[src/rtl/ldl_pkg.sv]
// Shared constants for the two-channel line delay.
// Assumes: one master clock domain; colour channels indexed by ldl_ch_e.
package ldl_pkg;
    localparam int LDL_SMP_W = 8;    // bits per sample
    localparam int LDL_DEPTH = 166;  // samples stored per line
    localparam int LDL_DIV   = 6;    // master clocks per sample
    localparam int LDL_NCH   = 2;    // colour channels

    typedef enum logic {
        CH_RY = 1'b0,
        CH_BY = 1'b1
    } ldl_ch_e;
endpackage

[src/rtl/ldl_phase.sv]
// Divides the master clock by DIV to make the sample tick.
// Assumes: realign is a one-cycle pulse; it forces phase 0 and
// suppresses any tick in its own cycle (realignment has priority).
module ldl_phase #(
    parameter int DIV = 6
) (
    input  logic clk,
    input  logic rst_n,
    input  logic realign,
    input  logic enable,
    output logic tick
);
    localparam int CW = (DIV > 1) ? $clog2(DIV) : 1;
    localparam logic [CW-1:0] LAST_PH = CW'(DIV - 1);

    logic [CW-1:0] phase;

    // Phase counter: wraps at DIV-1, restarts on reset or realign.
    always_ff @(posedge clk) begin
        if (!rst_n) begin
            phase <= '0;
        end else if (realign || phase == LAST_PH) begin
            phase <= '0;
        end else begin
            phase <= phase + 1'b1;
        end
    end

    // Tick on phase 0 while storing, never together with realign.
    assign tick = enable && !realign && (phase == '0);
endmodule

[src/rtl/ldl_seq.sv]
// Sequences one line of storage: pointer, active window, fill flag
// and output strobe.
// Assumes: tick already excludes the line-start cycle.
module ldl_seq #(
    parameter int DEPTH = 166,
    localparam int AW   = $clog2(DEPTH)
) (
    input  logic          clk,
    input  logic          rst_n,
    input  logic          line_start,
    input  logic          tick,
    output logic [AW-1:0] ptr,
    output logic          active,
    output logic          filled,
    output logic          stb
);
    localparam logic [AW-1:0] LAST_POS = AW'(DEPTH - 1);

    // Pointer and active window: restart on line start, stop after last cell.
    always_ff @(posedge clk) begin
        if (!rst_n) begin
            ptr    <= '0;
            active <= 1'b0;
        end else if (line_start) begin
            ptr    <= '0;
            active <= 1'b1;
        end else if (tick) begin
            if (ptr == LAST_POS) begin
                ptr    <= '0;
                active <= 1'b0;
            end else begin
                ptr <= ptr + 1'b1;
            end
        end
    end

    // Fill flag: set once the last cell has been written.
    always_ff @(posedge clk) begin
        if (!rst_n) begin
            filled <= 1'b0;
        end else if (tick && ptr == LAST_POS) begin
            filled <= 1'b1;
        end
    end

    // Output strobe: one cycle after each sample write.
    always_ff @(posedge clk) begin
        if (!rst_n) begin
            stb <= 1'b0;
        end else begin
            stb <= tick;
        end
    end
endmodule

[src/rtl/ldl_store.sv]
// One channel of line storage. On each write, the old cell content
// is moved to the output register in the same edge as the new sample
// is written (read before overwrite).
// Assumes: addr < DEPTH; storage itself is not reset.
module ldl_store #(
    parameter int W     = 8,
    parameter int DEPTH = 166,
    localparam int AW   = $clog2(DEPTH)
) (
    input  logic          clk,
    input  logic          rst_n,
    input  logic          we,
    input  logic [AW-1:0] addr,
    input  logic [W-1:0]  din,
    output logic [W-1:0]  dout
);
    logic [W-1:0] cells [DEPTH];

    // Cell write on each sample tick.
    always_ff @(posedge clk) begin
        if (we) begin
            cells[addr] <= din;
        end
    end

    // Output register: captures the old content being replaced.
    always_ff @(posedge clk) begin
        if (!rst_n) begin
            dout <= '0;
        end else if (we) begin
            dout <= cells[addr];
        end
    end
endmodule

[src/rtl/line_delay_2ch.sv]
// Two-channel one-line sample delay. Divides the master clock, aligns
// the phase and pointer to each line start, and stores DEPTH samples
// per line for each channel.
// Assumes: line_start is a single-cycle pulse; lines are at least
// DEPTH*DIV+1 clocks apart for complete lines.
module line_delay_2ch
    import ldl_pkg::*;
#(
    parameter int SMP_W = LDL_SMP_W,
    parameter int DEPTH = LDL_DEPTH,
    parameter int DIV   = LDL_DIV
) (
    input  logic             clk,
    input  logic             rst_n,
    input  logic             line_start,
    input  logic [SMP_W-1:0] ry_in,
    input  logic [SMP_W-1:0] by_in,
    output logic [SMP_W-1:0] ry_dly,
    output logic [SMP_W-1:0] by_dly,
    output logic             dly_stb,
    output logic             dly_valid
);
    localparam int AW = $clog2(DEPTH);

    logic          tick;
    logic          active;
    logic [AW-1:0] ptr;
    logic [SMP_W-1:0] ch_in  [LDL_NCH];
    logic [SMP_W-1:0] ch_out [LDL_NCH];

    ldl_phase #(.DIV(DIV)) u_phase (
        .clk     (clk),
        .rst_n   (rst_n),
        .realign (line_start),
        .enable  (active),
        .tick    (tick)
    );

    ldl_seq #(.DEPTH(DEPTH)) u_seq (
        .clk        (clk),
        .rst_n      (rst_n),
        .line_start (line_start),
        .tick       (tick),
        .ptr        (ptr),
        .active     (active),
        .filled     (dly_valid),
        .stb        (dly_stb)
    );

    assign ch_in[CH_RY] = ry_in;
    assign ch_in[CH_BY] = by_in;

    for (genvar ch = 0; ch < LDL_NCH; ch++) begin : g_ch
        ldl_store #(.W(SMP_W), .DEPTH(DEPTH)) u_store (
            .clk   (clk),
            .rst_n (rst_n),
            .we    (tick),
            .addr  (ptr),
            .din   (ch_in[ch]),
            .dout  (ch_out[ch])
        );
    end

    assign ry_dly = ch_out[CH_RY];
    assign by_dly = ch_out[CH_BY];
endmodule

[config.mk]
export PLATFORM = sky130hd
export DESIGN_NAME = line_delay_2ch
export DESIGN_NICKNAME = d
export VERILOG_FILES = /design/src/rtl/ldl_pkg.sv /design/src/rtl/ldl_phase.sv /design/src/rtl/ldl_seq.sv /design/src/rtl/ldl_store.sv /design/src/rtl/line_delay_2ch.sv
export SDC_FILE = /design/constraint.sdc
export NUM_CORES = 2
export LEC_CHECK = 0
export BUFFER_PORTS_ARGS = -buffer_cell sky130_fd_sc_hd__buf_2
export CAP_MARGIN = 40
export CORE_UTILIZATION = 40
export CTS_CLUSTER_DIAMETER = 40
export CTS_CLUSTER_SIZE = 10
export DETAILED_ROUTE_END_ITERATION = 8
export PLACE_DENSITY_LB_ADDON = 0.12
export SYNTH_ARGS = -nofsm -noshare
export SYNTH_HDL_FRONTEND = slang
export SYNTH_SLANG_ARGS = --single-unit
[constraint.sdc]
create_clock -name clk -period 6.25 [get_ports clk]
set_clock_uncertainty 0.1 [all_clocks]
set_input_delay 0.625 -clock clk [delete_from_list [all_inputs] [get_ports clk]]
set_output_delay 0.625 -clock clk [all_outputs]
set_load 0.01 [all_outputs]
==> impl_results.md <==
- WL met3: between 20000 and 25000 um
- Design area: about 120000 sq um
- Synth Instances: between 4000 and 5000
- Final hold violation count: 0
- Max clock buf depth: 4
- Antenna-violating nets left: 0
- Leak: about 37 nW
- RSZ-0062 raised after global routing: false
- Placer Congestion: roughly 0.86
- Total number of yosys warnings: 0
- Vias in the first global route: 51700
- Final setup viols: 0
- Max layer used: met5
- Main area contributors after synthesis: edfxtp_1 78%, mux4_2 14%, mux2i_1 1.6%
- Most used DFF post-synth: edfxtp_1
- Avg Inst Size Synth: approximately 22 sq um
- CTS tree: yes
- Clk root buf: clkbuf_16
- Ratio of cells with drive above 1 in the final layout: roughly 30%
- Placed inst area: 109000 sq um
- Commonest cells in the netlist: 2656 x edfxtp_1, 616 x mux4_2, 195 x nor2_1, 165 x mux2i_1, 118 x a22oi_1
- DP HPWL: 169000 um
- Post-Syn Nets: 4651
- Final TNS setup: 0 ns
- Clk_lat worst skew: between 0.9 and 1 ns
- Num CTS Buffers: roughly 400
- Seq/Total Area, Yosys: between 70% and 80%
- Max Slew Vio Count: 0
- Die area: 259000 sq um
- Grt ovf: 0
- First-pass GRT wire length: approximately 400000 um
- GRT Util Overall: between 20% and 30%
- Worst Tran Pin Value: ~1.1 ns
- Worst Path Max Fanout: 32
- WL per Instance: 32.4 um
- Synthesis-stage register bit count: 2686
- Outcome: finished clean
- Setup bufs post-CTS: 0
- Power per Cell Area: around 350 nW/um^2
- Post-synth EDFFs: roughly 2700
- Worst Path Arrival: between 5 and 6 ns
- Relative slew slack: around 25%
- TritonRoute pass-1 iters: 6
- Worst vdd ir: ~0.00021 V
- Hold buffers post-CTS: 10
- Initial antenna violation count: 8
- Worst Setup Path Type: reg2reg
- Syn-to-layout area delta: 19.0%
- Setup crit start kind: register
- Initial Utilization: approximately two fifths
- Die H: roughly 510 um
- Vias per std cell: 5.76
- Fmax: 0.224 GHz
- Worst-path clk slew: about 0.05 ns
- Routed vias: 50600
- IO Pins: 37
- Fraction of registers with async set/reset: 0%
- DRT Wirelength: approximately 280000 um
- Cell with the most instances after synthesis: edfxtp_1
- Post-Syn Area: around 100000 sq um
- Total clock sinks: between 2000 and 3000
- Crit. End Element: register
- Row count: 185
- Die Wd: just over 500 um
- Drt drc: 0
- Fillers: around 21000
- DRT iter0 DRCs: ~5600
- Final core occ: 48.0%
- Final Cycle Share: between 70 and 80%
- Post-synth top area share: between 70% and 80%
- Hold crit path type: in2reg
- Yosys cell types: 54
- H-tree levels: 5
- Synth area leader: edfxtp_1
- Final min period: approximately 4.5 ns
- M1 WL: ~120000 um
- Final #Nets: between 5000 and 6000
- CP Data Required Time: about 6.9 ns
- Routed wl met2: roughly 130000 um
- Port Buf Inserts: 36
- Cts repair resizes: 0
- Max_cap viols: 0
- Largest net degree at the start of global routing: between 100 and 150
- Core Region: approximately 250000 sq um
-- layer usage --
layer  global-route usage, %  vias up
met2                    34.0     1774
met5                       0        -
li1                        -    20800
met1                    31.5    27600
met4                    6.16        4
met3                    4.92      406
-- state kept, by name (all words and copies together) (netlist names) --
name and count:
u_seq.stb 1, g_ch.u_store.cells 2656, g_ch.u_store.dout 16, u_seq.filled 1, u_seq.active 1, u_phase.phase 3
u_seq.ptr 8
-- area by class of cell --
cell class / instances / area [sq um] / share of cell area [%]
tap: 3366 / 4210 / 3.45
sequential: 2686 / 80400 / 65.8
clock inverter: 220 / 2440 / 2.00
antenna: 7 / 17.5 / 0.0143
timing repair buffer: 374 / 3640 / 2.98
clock buffer: 458 / 10400 / 8.55
inverter: 7 / 26.3 / 0.0215
multi-input combinational: 1657 / 21000 / 17.2
-- cells in the final DEF (no fill, tap or decap), types with 8 or more instances in the layout --
master,n
clkinv_1,47
edfxtp_1,2656
nor4_1,9
a211oi_1,14
a211o_1,11
a31oi_1,37
nand3_1,41
buf_16,19
nand4_1,8
dfxtp_1,25
buf_8,29
clkbuf_1,46
nor2_1,146
inv_6,12
a21oi_1,45
o21ai_0,83
buf_4,252
nor2b_1,19
clkinv_4,17
dlygate4sd3_1,10
a22oi_1,118
a21boi_0,12
nor2_2,48
clkinvlp_4,38
buf_12,15
nor3_1,12
mux4_2,616
buf_2,25
buf_6,21
clkbuf_16,409
clkinv_2,56
nand2_1,61
bufinv_16,46
a22o_1,34
mux2i_1,165
a221oi_1,84
-- report_power, final --
| group | switching [mW] | leakage (nW) | internal [mW] | total (mW) |
|---|---|---|---|---|
| Sequential | 0.0147 | 24.1 | 19.8 | 19.8 |
| Clock | 7.88 | 6.22 | 13.8 | 21.7 |
| Combinational | 0.517 | 6.97 | 0.195 | 0.712 |
-- worst max-delay path: stages, from the launching register on --
cell	delay, ns
dfxtp_4	0.49
buf_16	0.33
buf_12	0.32
mux4_2	0.54
a22o_1	0.24
a221oi_1	0.71
a31oi_1	0.40
a2111oi_2	1.03
a211oi_1	0.08
-- worst paths after layout --
path,from,to,slack [ns],depth (start not counted)
worst min register to register,u_seq.filled$_SDFFE_PN0P_,u_seq.filled$_SDFFE_PN0P_,0.37,1
worst max register to register,u_seq.ptr[0]$_SDFFE_PP0P_,g_ch[1].u_store.dout[7]$_SDFFE_PN0P_,1.79,8
worst min-delay path,by_in[0],g_ch[1].u_store.cells[18][0]$_DFFE_PP_,0.04,1
worst max-delay path,u_seq.ptr[0]$_SDFFE_PP0P_,g_ch[1].u_store.dout[7]$_SDFFE_PN0P_,1.79,8
-- cell families after synthesis --
group | count (synthesis) | synth area share, %
adders and majority gates | 7 | 0.0853
muxes | 786 | 15.2
and+or+nand+nor | 374 | 1.60
DFF | 2686 | 78.3
buffers and inverters | 282 | 1.46
xor gates and xnor gates | 6 | 0.0512
AOI/OAI and AO/OA | 484 | 3.37
-- stage by stage --
stage	hold slack, ns	instances	power (mW)	setup slack, ns
2_1_floorplan	0.389	4625	20.4	2.98
3_3_place_gp	0.342	8011	20.9	0.342
3_5_place_dp	0.357	8074	20.9	1.84
4_1_cts	0.0398	8762	42.6	1.86
5_1_grt	0.0696	8770	43.3	1.69
6_report	0.0367	8775	42.2	1.79
Power figures use the tool's default switching activity.
